## src/rtl/serial_ctl_pkg.sv

```systemverilog
package serial_ctl_pkg;

  localparam int ADDR_W = 2;

  typedef enum logic [ADDR_W-1:0] {
    ADDR_CTRL   = 2'd0,
    ADDR_STAT   = 2'd1,
    ADDR_TXDATA = 2'd2,
    ADDR_RXDATA = 2'd3
  } regAddr_e;

  // control word, bit 0 = txEn
  typedef struct packed {
    logic mpMode;
    logic syncMode;
    logic mpIrqEn;
    logic rxIrqEn;
    logic rxEn;
    logic txEn;
  } ctrl_t;

  // status word, bit 0 = txEmpty
  typedef struct packed {
    logic overrun;
    logic parityErr;
    logic frameErr;
    logic rxFull;
    logic txEmpty;
  } flags_t;

  localparam int CTRL_W    = $bits(ctrl_t);
  localparam int NUM_FLAGS = $bits(flags_t);

  localparam int ST_TXEMPTY = 0;
  localparam int ST_RXFULL  = 1;
  localparam int ST_FRAME   = 2;
  localparam int ST_PARITY  = 3;
  localparam int ST_OVERRUN = 4;

  // strobes from control to the data registers
  typedef struct packed {
    logic rxStore;
    logic txWrite;
  } dataStb_t;

endpackage

```

## src/rtl/serial_ctl_flagbit.sv

```systemverilog
module serial_ctl_flagbit #(
  parameter logic RESET_VAL = 1'b0
) (
  input  logic clk,
  input  logic rstN,
  input  logic setEv,
  input  logic forceSet,
  input  logic rdStat,
  input  logic wrStat,
  input  logic wrBit,
  output logic flagQ
);

  logic armQ;
  logic clrHit;
  logic flagNext;
  logic armNext;

  always_comb begin
    clrHit   = wrStat && !wrBit && armQ;
    flagNext = forceSet || setEv || (flagQ && !clrHit);
    if (rdStat) armNext = flagQ;
    else        armNext = armQ && !clrHit && flagNext;
  end

  always_ff @(posedge clk or negedge rstN) begin
    if (!rstN) begin
      flagQ <= RESET_VAL;
      armQ  <= 1'b0;
    end else begin
      flagQ <= flagNext;
      armQ  <= armNext;
    end
  end

endmodule

```

## src/rtl/serial_ctl_regs.sv

```systemverilog
module serial_ctl_regs
  import serial_ctl_pkg::*;
(
  input  logic                 clk,
  input  logic                 rstN,
  input  logic [ADDR_W-1:0]    busAddr,
  input  logic                 busWrEn,
  input  logic                 busRdEn,
  input  logic [CTRL_W-1:0]    ctrlWrData,
  input  logic [NUM_FLAGS-1:0] statWrData,
  input  logic                 txLoad,
  input  logic                 rxValid,
  input  logic                 rxFrameErr,
  input  logic                 rxParityErr,
  input  logic                 rxMpBit,
  output ctrl_t                ctrlQ,
  output flags_t               flagQ,
  output dataStb_t             dataStb
);

  logic wrCtrl, wrStat, rdStat, wrTx;
  logic mpFilter, rxTake, rxStore, rxOver, mpWake;
  ctrl_t ctrlNext;
  logic [NUM_FLAGS-1:0] hwSet;
  logic [NUM_FLAGS-1:0] forceSet;
  logic [NUM_FLAGS-1:0] flagVec;

  always_comb begin
    wrCtrl = busWrEn && (busAddr == ADDR_CTRL);
    wrStat = busWrEn && (busAddr == ADDR_STAT);
    wrTx   = busWrEn && (busAddr == ADDR_TXDATA);
    rdStat = busRdEn && (busAddr == ADDR_STAT);
  end

  // receive acceptance with address filtering
  always_comb begin
    mpFilter = !ctrlQ.syncMode && ctrlQ.mpMode && ctrlQ.mpIrqEn;
    rxTake   = rxValid && ctrlQ.rxEn && (!mpFilter || rxMpBit);
    rxStore  = rxTake && !flagQ.rxFull;
    rxOver   = rxTake && flagQ.rxFull;
    mpWake   = rxTake && mpFilter;
  end

  always_comb begin
    ctrlNext = ctrlQ;
    if (wrCtrl) ctrlNext = ctrl_t'(ctrlWrData);
    if (mpWake) ctrlNext.mpIrqEn = 1'b0;
  end

  always_ff @(posedge clk or negedge rstN) begin
    if (!rstN) ctrlQ <= '0;
    else       ctrlQ <= ctrlNext;
  end

  always_comb begin
    hwSet              = '0;
    hwSet[ST_TXEMPTY]  = txLoad;
    hwSet[ST_RXFULL]   = rxStore;
    hwSet[ST_FRAME]    = rxStore && rxFrameErr;
    hwSet[ST_PARITY]   = rxStore && rxParityErr;
    hwSet[ST_OVERRUN]  = rxOver;
    forceSet             = '0;
    forceSet[ST_TXEMPTY] = !ctrlNext.txEn;
  end

  generate
    for (genvar i = 0; i < NUM_FLAGS; i++) begin : g_flag
      serial_ctl_flagbit #(
        .RESET_VAL(1'(i == ST_TXEMPTY))
      ) flag_i (
        .clk     (clk),
        .rstN    (rstN),
        .setEv   (hwSet[i]),
        .forceSet(forceSet[i]),
        .rdStat  (rdStat),
        .wrStat  (wrStat),
        .wrBit   (statWrData[i]),
        .flagQ   (flagVec[i])
      );
    end
  endgenerate

  assign flagQ = flags_t'(flagVec);

  always_comb begin
    dataStb.rxStore = rxStore;
    dataStb.txWrite = wrTx;
  end

endmodule

```

## src/rtl/serial_ctl_data.sv

```systemverilog
module serial_ctl_data
  import serial_ctl_pkg::*;
#(
  parameter int DATA_W = 8
) (
  input  logic              clk,
  input  logic              rstN,
  input  dataStb_t          dataStb,
  input  logic [DATA_W-1:0] busWrData,
  input  logic [DATA_W-1:0] rxByte,
  output logic [DATA_W-1:0] txByteQ,
  output logic [DATA_W-1:0] rxDataQ
);

  always_ff @(posedge clk or negedge rstN) begin
    if (!rstN) begin
      txByteQ <= '0;
      rxDataQ <= '0;
    end else begin
      if (dataStb.txWrite) txByteQ <= busWrData;
      if (dataStb.rxStore) rxDataQ <= rxByte;
    end
  end

endmodule

```

## src/rtl/serial_ctl_top.sv

```systemverilog
module serial_ctl_top
  import serial_ctl_pkg::*;
#(
  parameter int DATA_W = 8
) (
  input  logic              clk,
  input  logic              rstN,
  input  logic [ADDR_W-1:0] busAddr,
  input  logic              busWrEn,
  input  logic              busRdEn,
  input  logic [DATA_W-1:0] busWrData,
  output logic [DATA_W-1:0] busRdData,
  output logic [DATA_W-1:0] txByte,
  output logic              txStart,
  input  logic              txLoad,
  input  logic              rxValid,
  input  logic [DATA_W-1:0] rxByte,
  input  logic              rxFrameErr,
  input  logic              rxParityErr,
  input  logic              rxMpBit,
  output logic              rxFullIrq,
  output logic              rxErrIrq
);

  ctrl_t             ctrlQ;
  flags_t            flagQ;
  dataStb_t          dataStb;
  logic [DATA_W-1:0] rxDataQ;

  serial_ctl_regs regs_i (
    .clk        (clk),
    .rstN       (rstN),
    .busAddr    (busAddr),
    .busWrEn    (busWrEn),
    .busRdEn    (busRdEn),
    .ctrlWrData (busWrData[CTRL_W-1:0]),
    .statWrData (busWrData[NUM_FLAGS-1:0]),
    .txLoad     (txLoad),
    .rxValid    (rxValid),
    .rxFrameErr (rxFrameErr),
    .rxParityErr(rxParityErr),
    .rxMpBit    (rxMpBit),
    .ctrlQ      (ctrlQ),
    .flagQ      (flagQ),
    .dataStb    (dataStb)
  );

  serial_ctl_data #(.DATA_W(DATA_W)) data_i (
    .clk      (clk),
    .rstN     (rstN),
    .dataStb  (dataStb),
    .busWrData(busWrData),
    .rxByte   (rxByte),
    .txByteQ  (txByte),
    .rxDataQ  (rxDataQ)
  );

  always_comb begin
    unique case (busAddr)
      ADDR_CTRL:   busRdData = DATA_W'(ctrlQ);
      ADDR_STAT:   busRdData = DATA_W'(flagQ);
      ADDR_TXDATA: busRdData = txByte;
      default:     busRdData = rxDataQ;
    endcase
  end

  always_comb begin
    txStart   = ctrlQ.txEn && !flagQ.txEmpty;
    rxFullIrq = ctrlQ.rxIrqEn && flagQ.rxFull;
    rxErrIrq  = ctrlQ.rxIrqEn && (flagQ.frameErr || flagQ.parityErr || flagQ.overrun);
  end

endmodule

```

## config.mk

```make
export PLATFORM = sky130hd
export DESIGN_NAME = serial_ctl_top
export DESIGN_NICKNAME = d
export VERILOG_FILES = /design/src/rtl/serial_ctl_pkg.sv /design/src/rtl/serial_ctl_flagbit.sv /design/src/rtl/serial_ctl_regs.sv /design/src/rtl/serial_ctl_data.sv /design/src/rtl/serial_ctl_top.sv
export SDC_FILE = /design/constraint.sdc
export NUM_CORES = 1
export LEC_CHECK = 0
export ABC_CLOCK_PERIOD_IN_PS = 2450
export BUFFER_PORTS_ARGS = -buffer_cell sky130_fd_sc_hd__clkbuf_2
export CAP_MARGIN = 15
export CELL_PAD_IN_SITES_DETAIL_PLACEMENT = 0
export CELL_PAD_IN_SITES_GLOBAL_PLACEMENT = 2
export CORE_UTILIZATION = 36
export DETAILED_ROUTE_END_ITERATION = 7
export PLACE_DENSITY = 0.94
export RECOVER_POWER = 100
export SYNTH_ARGS = -nofsm -noshare
export SYNTH_HDL_FRONTEND = slang
export SYNTH_SLANG_ARGS = --single-unit
```

## constraint.sdc

```tcl
create_clock -name clk -period 2.45 [get_ports clk]
set_input_delay 0.49 -clock clk [delete_from_list [all_inputs] [get_ports clk]]
set_output_delay 0.49 -clock clk [all_outputs]
set_load 0.1 [all_outputs]
```

* Word-level counts from Yosys, hierarchy flattened
Cells that the tools add are included.
Storage, ports and cells: input bits 27, register bits after elaboration 32
Operators by class: muxes and demuxes 8, reductions and logical operators 67, eq/ne operators 2
Operators by type and width (number):
- 1-bit logical AND | 41
- 8-bit case mux with 3 select lines | 1
- 1-bit zero test | 15
- 1-bit logical OR | 9
- 1-bit two-way mux | 6
- 4-bit two-way mux | 1
- 2-bit by 1-bit == test with 1-bit output (second input constant) | 1
- 2-bit == test (second input constant) | 1
- 2-bit zero test | 1
- 2-bit nonzero test | 1

* Depth between registers and ports, before layout
Gate-level depths: netlist of run 1.
depth after elaboration 11, depth in mapped cells 5

* Modules after synthesis
Synthesis of run 1 repeated with hierarchy kept, for this count alone.
Second synthesis, totals: cells, all modules 125, area total of the unflattened synthesis 1690.4 µm²
By module, submodules not included:
- serial_ctl_data | times used 1, seq. area each 400.4 µm², area an instance 663.1 µm², cells each 34
- serial_ctl_flagbit at regs_i.g_flag[1].flag_i ... | times used 4, seq. area each 50.0 µm², area an instance 93.8 µm², cells each 9
- serial_ctl_regs | times used 1, seq. area each 150.1 µm², area an instance 347.8 µm², cells each 29
- serial_ctl_top | times used 1, seq. area each 0.0 µm², area an instance 209.0 µm², cells each 17
- serial_ctl_flagbit at regs_i.g_flag[0].flag_i | times used 1, seq. area each 51.3 µm², area an instance 95.1 µm², cells each 9

* Least setup slack after synthesis of run 1
Ideal clock, no wire load.
path type reg-to-output, start point register data_i.txByteQ[5], end point output port busRdData[5], required time 1960 ps, buffers on the path 0, arrival 3209 ps, slack -1249 ps, cell stages (with the launch flop) 3, cell sequence dfrtp_1 -> mux2i_1 -> o21ai_0
On the way: word-level cells in the longest chain between the ends 1
RTL lines:
- from (decl) | line serial_ctl_data.sv:11 | output logic [DATA_W-1:0] txByteQ,
- from (signal assigned) | line serial_ctl_data.sv:20 | if (dataStb.txWrite) txByteQ <= busWrData;
- 8-bit case mux with 3 select lines | line serial_ctl_top.sv:59 | unique case (busAddr)
- to (decl) | line serial_ctl_top.sv:12 | output logic [DATA_W-1:0] busRdData,
Every way passes these cells.

* Worst setup path in the final report of run 1
start point input port busAddr[0], end point output port busRdData[1]
On the way: word-level cells in the longest chain between the ends 2, elaborated cells between the ends (all ways) 4
RTL lines:
- from (decl) | line serial_ctl_top.sv:8 | input logic [ADDR_W-1:0] busAddr,
- 2-bit == test (tied with other cells) | line serial_ctl_top.sv:59
- 8-bit case mux with 3 select lines (*) | line serial_ctl_top.sv:59
Every way passes the cells marked *; elsewhere a longest branch is shown, timed or not.

==> results of run 1 <==
-- layer usage --
| layer | routed length (um) | GRT usage |
|---|---|---|
| met1 | 1550 | 0.217 |
| met2 | 1710 | 0.271 |
| met3 | 217 | 0.0507 |
| met4 | 51 | 0.0625 |
| met5 | 0 | 0 |
-- logic make-up after synthesis --
group | count (synthesis) | synth area share
and+or+nand+nor | 30 | 0.127
muxes | 29 | 0.245
DFF | 32 | 0.515
buffers and inverters | 5 | 0.0169
AOI/OAI and AO/OA | 21 | 0.0964
-- synthesized netlist by cell type --
cell	count	share of area
a22o_1	4	0.022
nand4b_1	2	0.011
buf_2	3	0.0096
inv_1	1	0.0024
and3_1	1	0.0040
nand3_1	2	0.0064
dfrtp_1	31	0.50
nand2b_1	1	0.0040
a31o_2	1	0.0056
a32o_1	2	0.013
o22ai_1	1	0.0040
a41oi_1	1	0.0056
mux2_2	19	0.14
and2_1	3	0.012
nor3b_4	1	0.012
nand3b_1	1	0.0048
o31a_1	1	0.0056
dfstp_2	1	0.017
mux4_2	5	0.072
a21oi_1	2	0.0064
nor2b_1	8	0.032
o32a_1	1	0.0064
and4bb_2	1	0.0080
o21ai_0	7	0.022
a21o_1	1	0.0048
nor3_4	1	0.010
mux2_4	1	0.0096
nand2_1	7	0.017
buf_4	1	0.0048
mux2i_1	4	0.026
nor2_1	2	0.0048
-- sequential cells by signal, indices dropped and copies added (netlist names) --
signal and count:
data_i.rxDataQ 8, data_i.txByteQ 8, regs_i.ctrlQ 6, regs_i.g_flag.flag_i.armQ 5
regs_i.g_flag.flag_i.flagQ 5
-- metrics by stage --
step	util	hold slack (ns)	area (um2)	setup TNS, ns
after floorplan	-	0.194	1570	-0.00809
after global placement	0.472	0.486	1930	0
after detailed placement	0.472	0.495	1930	0
after CTS	0.492	0.311	2010	0
after global routing	0.464	0.445	1900	0
final	0.464	0.445	1900	0
-- final cells by class --
cell class | count | area [um2] | share of cell area
multi-input cells | 80 | 717 | 0.378
repair buffers | 47 | 233 | 0.123
flip-flops and latches | 32 | 802 | 0.423
inverters | 1 | 3.75 | 0.00198
clock buffers | 8 | 80.1 | 0.0422
well taps | 50 | 62.6 | 0.0330
-- power breakdown --
group	internal [uW]	switching [uW]	total (uW)	leakage (uW)
registers	684	106	790	0.000377
logic	254	704	958	0.000411
clock network	201	171	372	0.0000395
total	1140	982	2120	0.000828
-- worst max-delay path by stage --
stage	slack, ns	cells past startpoint	start	to
after floorplan	-0.008	2	data_i.txByteQ[5]	busRdData[5]
after global placement	0.30	3	busAddr[0]	busRdData[1]
after detailed placement	0.30	3	busAddr[0]	busRdData[4]
after CTS	0.29	3	busAddr[0]	busRdData[1]
after global routing	0.21	3	busAddr[0]	busRdData[1]
final	0.28	3	busAddr[0]	busRdData[1]
-- critical path, stage by stage --
cell,delay (ns)
clkbuf_2,0.34
mux4_2,0.55
clkbuf_4,0.29
==> flow_summary.toml, run 1 <==
[cts]
cts_buffers = 5
cts-root-buf = "clkbuf_8"
clk_pin_slew_ns = 0.06
clk_latency_ns = 0.28
cts_max_level = 2
clockBufferDepth = 2
cts_tree = "built"
hold_buffers = 0
cts_resized = 0
cts.sinks = 32
postCtsSetupRepairBufs = 0

[sta]
rsz0062_at_grt = "false"
post-route-period-util = 0.886
setup_slack_ns = 0.278
worstMarginPinSlew_ns = 1.72
relSlewSlack = -0.144
min_period_ns = 2.17
drv_slew = 33
setup_viol = 0
clock.fmax_mhz = 460
fin_skew_ns = 0.00971
final_hold_viol_count = 0

[layout]
n_antenna_cell = 0
nets = 194
fillers = 414
stdcell_count = 218
mostFrequentLayoutCell = "dfrtp_1"
drive_gt1_frac = 0.423
final_cell_mix = "31 x dfrtp_1, 30 x clkbuf_2, 19 x mux2_2, 15 x clkbuf_1, 7 x nand2_1"
syn_to_final_growth_pct = 21.8

[global_route]
grt_pass1_vias = 1156
grt_max_degree = 33
grt_pass1_wl_um = 5490
overflow = 0
antenna_found_initial = 0
track_usage = 0.170

[setup_path]
r2r_slack_ns = 0.58
startpoint_type = "input pin"
reg2reg_depth = 3
cp-end-kind = "output port"
cp.required_ns = 1.96
worstPathArrival_ns = 1.68
timing.rr.start = "regs_i.ctrlQ[3]"
path_max_fanout = 12
timing.rr.end = "data_i.rxDataQ[4]"
critPathKind = "in2out"

[run]
drv_cap = 1

[power]
peakVddDrop_mv = 0.547
power_uw = 2120
power.density_mw_per_mm2 = 1120
p_leak_uw = 0.000828

[detailed_routing]
ant_nets = 0
wirelength_um = 3530
viasPerCell = 5.29
drc_errors = 0
wl_per_cell_um = 16.2
firstDrtPassIters = 4
vias = 1153
dr.first_iter.drc_count = 46

[synthesis]
synth-seq-cells = 32
ys_types = 31
netlist_instances = 117
yosysSeqAreaShare = 0.515
avgSynthCellArea_um2 = 13.3
yosysWarningCount = 0
synth_fp_nets = 144
syn_area_mm2 = 0.00156

[floorplanning]
die_h_um = 67.8
ios = 46
start_util = 0.381
fp.coreArea_mm2 = 0.00409
die_w_um = 67.8
rows = 23
dieArea_mm2 = 0.00459

[place]
pre_cts_ws_ns = 0.301
dpl.hpwl_um = 2560
routabilityCongestion = 0.734
portBuffers = 45
place_inst = 210

[worst_hold_path]
hp-start = "rxByte[6]"
hold_path.class = "in2reg"
hold-path-cell-count = 2
holdPathEnd = "data_i.rxDataQ[6]"

[outcome]
status = "finished, violations left"
violations = "max-capacitance violations, max-slew violations"
No activity file was read; power rests on OpenSTA's default activity.
==> run 2: changes to the inputs <==
--- a/config.mk
+++ b/config.mk
@@ -5,15 +5,16 @@
 export SDC_FILE = /design/constraint.sdc
 export NUM_CORES = 1
 export LEC_CHECK = 0
-export ABC_CLOCK_PERIOD_IN_PS = 2450
+export ABC_CLOCK_PERIOD_IN_PS = 2000
 export BUFFER_PORTS_ARGS = -buffer_cell sky130_fd_sc_hd__clkbuf_2
 export CAP_MARGIN = 15
 export CELL_PAD_IN_SITES_DETAIL_PLACEMENT = 0
 export CELL_PAD_IN_SITES_GLOBAL_PLACEMENT = 2
-export CORE_UTILIZATION = 36
+export CORE_UTILIZATION = 33
 export DETAILED_ROUTE_END_ITERATION = 7
-export PLACE_DENSITY = 0.94
+export PLACE_DENSITY = 0.88
 export RECOVER_POWER = 100
+export SETUP_SLACK_MARGIN = 0.15
 export SYNTH_ARGS = -nofsm -noshare
 export SYNTH_HDL_FRONTEND = slang
 export SYNTH_SLANG_ARGS = --single-unit
==> constraint.sdc (replaced) <==
create_clock -name clk -period 2 [get_ports clk]
set_input_delay 0.4 -clock clk [delete_from_list [all_inputs] [get_ports clk]]
set_output_delay 0.4 -clock clk [all_outputs]
set_load 0.1 [all_outputs]
==> run 2 against run 1 <==
Net effect: the run ends with design-rule violations left; die area increased by 8.8%; worst hold slack got worse by 0.24 ns; clock-buffer cell count unchanged; clock skew decreased by 0.0041 ns; sequential power increased by 25%; combinational power increased by 29%; non-clock buffer count increased by 7; critical path type is now reg2out; critical endpoint is now busRdData[0]; largest cell class unchanged.
==> flow_summary.toml, run 2 (synthesis gave the netlist of run 1 again) <==
[layout]
multi_input_area_um2 = 729
mostFrequentLayoutCell = "clkbuf_2"
n_antenna_cell = 0
final_cell_mix = "36 x clkbuf_2, 22 x dfrtp_1, 19 x mux2_2, 9 x dfrtp_2, 8 x clkbuf_1"
syn_to_final_growth_pct = 28.8
nets = 201
stdcell_count = 227
fillers = 448
top_regs = "data_i.rxDataQ (8), data_i.txByteQ (8), regs_i.ctrlQ (6)"
drive_gt1_frac = 0.526
seqCellArea_um2 = 813

[cts]
cts-root-buf = "clkbuf_8"
cts_buffers = 5
clk_pin_slew_ns = 0.07
cts.sinks = 32
cts_max_level = 2
clk_latency_ns = 0.28
clockBufferDepth = 2
cts_tree = "built"

[setup_path]
cp-end-kind = "output port"
reg2reg_depth = 4
worstPathArrival_ns = 1.43
critPathKind = "reg2out"
timing.rr.end = "data_i.rxDataQ[3]"
cp.required_ns = 1.60
startpoint_type = "register"
path_max_fanout = 3
timing.rr.start = "regs_i.ctrlQ[3]"
r2r_slack_ns = 0.35

[power]
p_leak_uw = 0.000891
peakVddDrop_mv = 0.516
power.density_mw_per_mm2 = 1370
power_uw = 2740

[place]
dpl.hpwl_um = 2880
portBuffers = 45
place_inst = 217
routabilityCongestion = 0.805

[floorplanning]
fp.coreArea_mm2 = 0.00444
dieArea_mm2 = 0.00500
start_util = 0.351
die_w_um = 70.7
rows = 24
ios = 46
die_h_um = 70.7

[sta]
post-route-period-util = 0.914
worstMarginPinSlew_ns = 0.815
clock.fmax_mhz = 547
rsz0062_at_grt = "false"
min_period_ns = 1.83
fin_skew_ns = 0.00558
relSlewSlack = 0.457
setup_viol = 0
final_hold_viol_count = 0
drv_slew = 0
tns_ns = 0

[outcome]
status = "finished, violations left"
violations = "design-rule violations"

[detailed_routing]
vias = 1201
wl_per_cell_um = 17.3
drc_errors = 10
dr.first_iter.drc_count = 49
wirelength_um = 3940
viasPerCell = 5.29
firstDrtPassIters = 6
ant_nets = 0

[global_route]
grt_pass1_wl_um = 6470
antenna_found_initial = 0
track_usage = 0.169
grt_max_degree = 33
grt_pass1_vias = 1269
overflow = 0

[worst_hold_path]
hold_path.class = "in2async"

[run]
drv_cap = 0
==> run 2: worst max-delay path, cell delays in order, from the launching register on <==
cell      delay (ns)
dfrtp_2         0.40
mux4_2          0.45
clkbuf_4        0.29
==> run 2: per-layer routing <==
metal,global-route usage,up-vias,wire (um)
met1,0.217,605,1740
met2,0.278,40,1930
met5,0,-,0
met4,0.0578,0,38
li1,-,551,-
met3,0.0456,5,229
==> run 2: how the worst max path moves through the flow <==
| stage | startpoint | endpoint | depth (start not counted) | slack, ns |
|---|---|---|---|---|
| after floorplan | data_i.txByteQ[5] | busRdData[5] | 2 | 0.15 |
| after global placement | busAddr[0] | busRdData[1] | 3 | 0.13 |
| after detailed placement | busAddr[0] | busRdData[7] | 5 | 0.11 |
| after CTS | regs_i.g_flag[1].flag_i.flagQ | busRdData[1] | 2 | 0.19 |
| after global routing | data_i.txByteQ[0] | busRdData[0] | 2 | 0.13 |
| final | data_i.txByteQ[0] | busRdData[0] | 2 | 0.17 |
==> run 2: final cells by class <==
class | instances | share of cell area
sequential | 32 | 0.405
multi-input combinational | 80 | 0.363
timing repair buffer | 54 | 0.152
tap | 52 | 0.0324
inverter | 1 | 0.00187
clock buffer | 8 | 0.0449
==> run 2: what timing repair did <==
action	4_1_cts	5_1_grt
endpoints found under the hold margin	0	0
setup endpoints to repair	7	1
setup buffers	2	0
hold buffers	0	0
gates cloned	0	0
resized for setup	2	1
==> run 2: power by group <==
group	total [uW]	switching, uW	internal, uW
Combinational	1240	886	359
Clock	511	231	280
Sequential	985	142	844
Total	2740	1260	1480
==> run 2: stage by stage <==
stage | hold WS (ns) | setup slack, ns | instance area (um2) | util
detailed placement | 0.497 | 0.110 | 2040 | 0.458
finish | 0.201 | 0.172 | 2010 | 0.452
floorplan | 0.104 | 0.149 | 1600 | -
global route | 0.260 | 0.133 | 2010 | 0.452
CTS | 0.232 | 0.191 | 2150 | 0.483
global placement | 0.490 | 0.125 | 2040 | 0.458
==> run 3: changes to the inputs <==
--- a/config.mk
+++ b/config.mk
@@ -5,7 +5,7 @@
 export SDC_FILE = /design/constraint.sdc
 export NUM_CORES = 1
 export LEC_CHECK = 0
-export ABC_CLOCK_PERIOD_IN_PS = 2000
+export ABC_CLOCK_PERIOD_IN_PS = 1700
 export BUFFER_PORTS_ARGS = -buffer_cell sky130_fd_sc_hd__clkbuf_2
 export CAP_MARGIN = 15
 export CELL_PAD_IN_SITES_DETAIL_PLACEMENT = 0
==> constraint.sdc (replaced) <==
create_clock -name clk -period 1.7 [get_ports clk]
set_input_delay 0.34 -clock clk [delete_from_list [all_inputs] [get_ports clk]]
set_output_delay 0.34 -clock clk [all_outputs]
set_load 0.1 [all_outputs]
==> run 3 against run 2 <==
Net effect: the run ends with design-rule violations, negative setup slack left; final cell count is 3.5% higher; die area did not move; worst hold slack better by 0.029 ns; register-to-register slack worse by 0.34 ns; sequential share of layout area down 3.1 points; cell area grew 11%; setup slack worse by 0.26 ns; first-iteration DRC count up 18%; clock power grew 15%; non-clock buffer count up 8; wire length is 2.3% lower; critical path type unchanged; critical endpoint is now busRdData[3]; largest cell class unchanged.
==> flow_summary.toml, run 3 (synthesis gave the netlist of run 1 again) <==
[outcome]
status = "finished, violations left"
violations = "design-rule violations, negative setup slack"

[detailed_routing]
drc_errors = 10
viasPerCell = 5.25
wirelength_um = 3850
ant_nets = 0
wl_per_cell_um = 16.4
firstDrtPassIters = 6
dr.first_iter.drc_count = 58
vias = 1233

[run]
drv_cap = 0

[global_route]
track_usage = 0.167
grt_max_degree = 33
overflow = 0
grt_pass1_wl_um = 6270
grt_pass1_vias = 1284
antenna_found_initial = 0

[sta]
tns_ns = -0.370
post-route-period-util = 1.05
final_hold_viol_count = 0
relSlewSlack = 0.450
rsz0062_at_grt = "true"
setup_slack_ns = -0.0848
setup_viol = 5
clock.fmax_mhz = 560
min_period_ns = 1.78
fin_skew_ns = 0.00491
worstMarginPinSlew_ns = 0.824
fin_hold_ws_ns = 0.229
drv_slew = 0

[layout]
final_cell_mix = "31 x clkbuf_2, 21 x dfrtp_1, 19 x mux2_2, 9 x buf_4, 8 x buf_12"
mostFrequentLayoutCell = "clkbuf_2"
nets = 209
syn_to_final_growth_pct = 42.9
fin_area_mm2 = 0.00223
n_antenna_cell = 0
fillers = 421
top_regs = "data_i.rxDataQ (8), data_i.txByteQ (8), regs_i.ctrlQ (6)"
drive_gt1_frac = 0.596

[cts]
cts-root-buf = "clkbuf_8"
cts_max_level = 2
clk_pin_slew_ns = 0.06
cts.sinks = 32
cts_buffers = 5
clockBufferDepth = 2
clk_latency_ns = 0.28
cts_tree = "built"

[setup_path]
max_stage_delay_ns = 0.50
crit_path_top_delay_cell = "mux4_2"
cp.required_ns = 1.36
worstPathArrival_ns = 1.44
critPathKind = "reg2out"
cp-end-kind = "output port"
path_max_fanout = 2
timing.rr.start = "regs_i.ctrlQ[3]"
timing.rr.end = "data_i.rxDataQ[3]"
crit_family = "multiplexers"
critical_path.n_buffers_inverters = 1
startpoint_type = "register"
path_cells = "mux4_2 > buf_12"
r2r_slack_ns = 0.01
reg2reg_depth = 4

[floorplanning]
dieArea_mm2 = 0.00500
ios = 46
die_h_um = 70.7
fp.coreArea_mm2 = 0.00444
rows = 24
start_util = 0.351
die_w_um = 70.7

[place]
dpl.hpwl_um = 2750
pre_cts_ws_ns = -0.0513
portBuffers = 45
place_area_mm2 = 0.00213
routabilityCongestion = 0.859

[power]
intPower_uw = 1960
seqPwrFrac = 0.340
peakVddDrop_mv = 0.704
power.density_mw_per_mm2 = 1560
p_clk_frac = 0.169
power_switching_share = 0.434
pwr-share-comb = 0.491
p_leak_uw = 0.000982
p_switching_uw = 1510

[worst_hold_path]
hold_path.class = "in2async"
## run 3: cell count changes in the layout (fill, tap and decap cells not counted), sizes merged
cell         delta
buf            +15
clkbuf          -8
dlygate4sd1     +1
## run 3: timing repair
| item | CTS | global route |
|---|---|---|
| cloned | 0 | 0 |
| hold buffers | 0 | 0 |
| setup endpoints to repair | 17 | 16 |
| resized for setup | 14 | 4 |
| buffers inserted | 5 | 2 |
| pin swaps | 1 | 2 |
## run 3: routing by layer
layer  wire length [um]  global-route usage  vias to the layer above
li1                   -                   -                      570
met1               1650               0.207                      617
met2               1900               0.277                       42
met3                242              0.0513                        4
met4                 53              0.0600                        0
met5                  0                   0                        -
## run 3: worst max-delay path by stage
stage                                 start      endpoint  slack (ns)  cells past startpoint
final                     data_i.txByteQ[3]  busRdData[3]       -0.08                      2
after global placement           busAddr[0]  busRdData[1]       -0.05                      3
after global routing      data_i.txByteQ[4]  busRdData[4]       -0.12                      2
after floorplan           data_i.txByteQ[5]  busRdData[5]       -0.09                      2
after CTS                 data_i.txByteQ[3]  busRdData[3]       -0.09                      2
after detailed placement         busAddr[0]  busRdData[1]       -0.05                      3
## run 3: power by group through the flow
stage	registers (uW)	logic, uW	clock network [uW]
2_1_floorplan	1420	951	0
3_3_place_gp	1190	1660	0
3_5_place_dp	1200	1680	0
4_1_cts	1170	1770	611
5_1_grt	1210	1770	644
6_report	1180	1700	587
## run 3: through the flow
step / total power (uW) / std cells / util
after global placement: 2850 / 220 / 0.480
after floorplan: 2370 / 117 / -
after global routing: 3620 / 235 / 0.501
final: 3470 / 235 / 0.501
after CTS: 3560 / 233 / 0.521
after detailed placement: 2880 / 220 / 0.480
## run 3: final cells by class
cell class | instances | area, um2 | area share
clock buffer | 8 | 90.1 | 0.0405
timing repair buffer | 62 | 469 | 0.211
tap | 52 | 65.1 | 0.0292
inverter | 1 | 3.75 | 0.00169
multi-input combinational | 80 | 766 | 0.344
sequential | 32 | 832 | 0.374
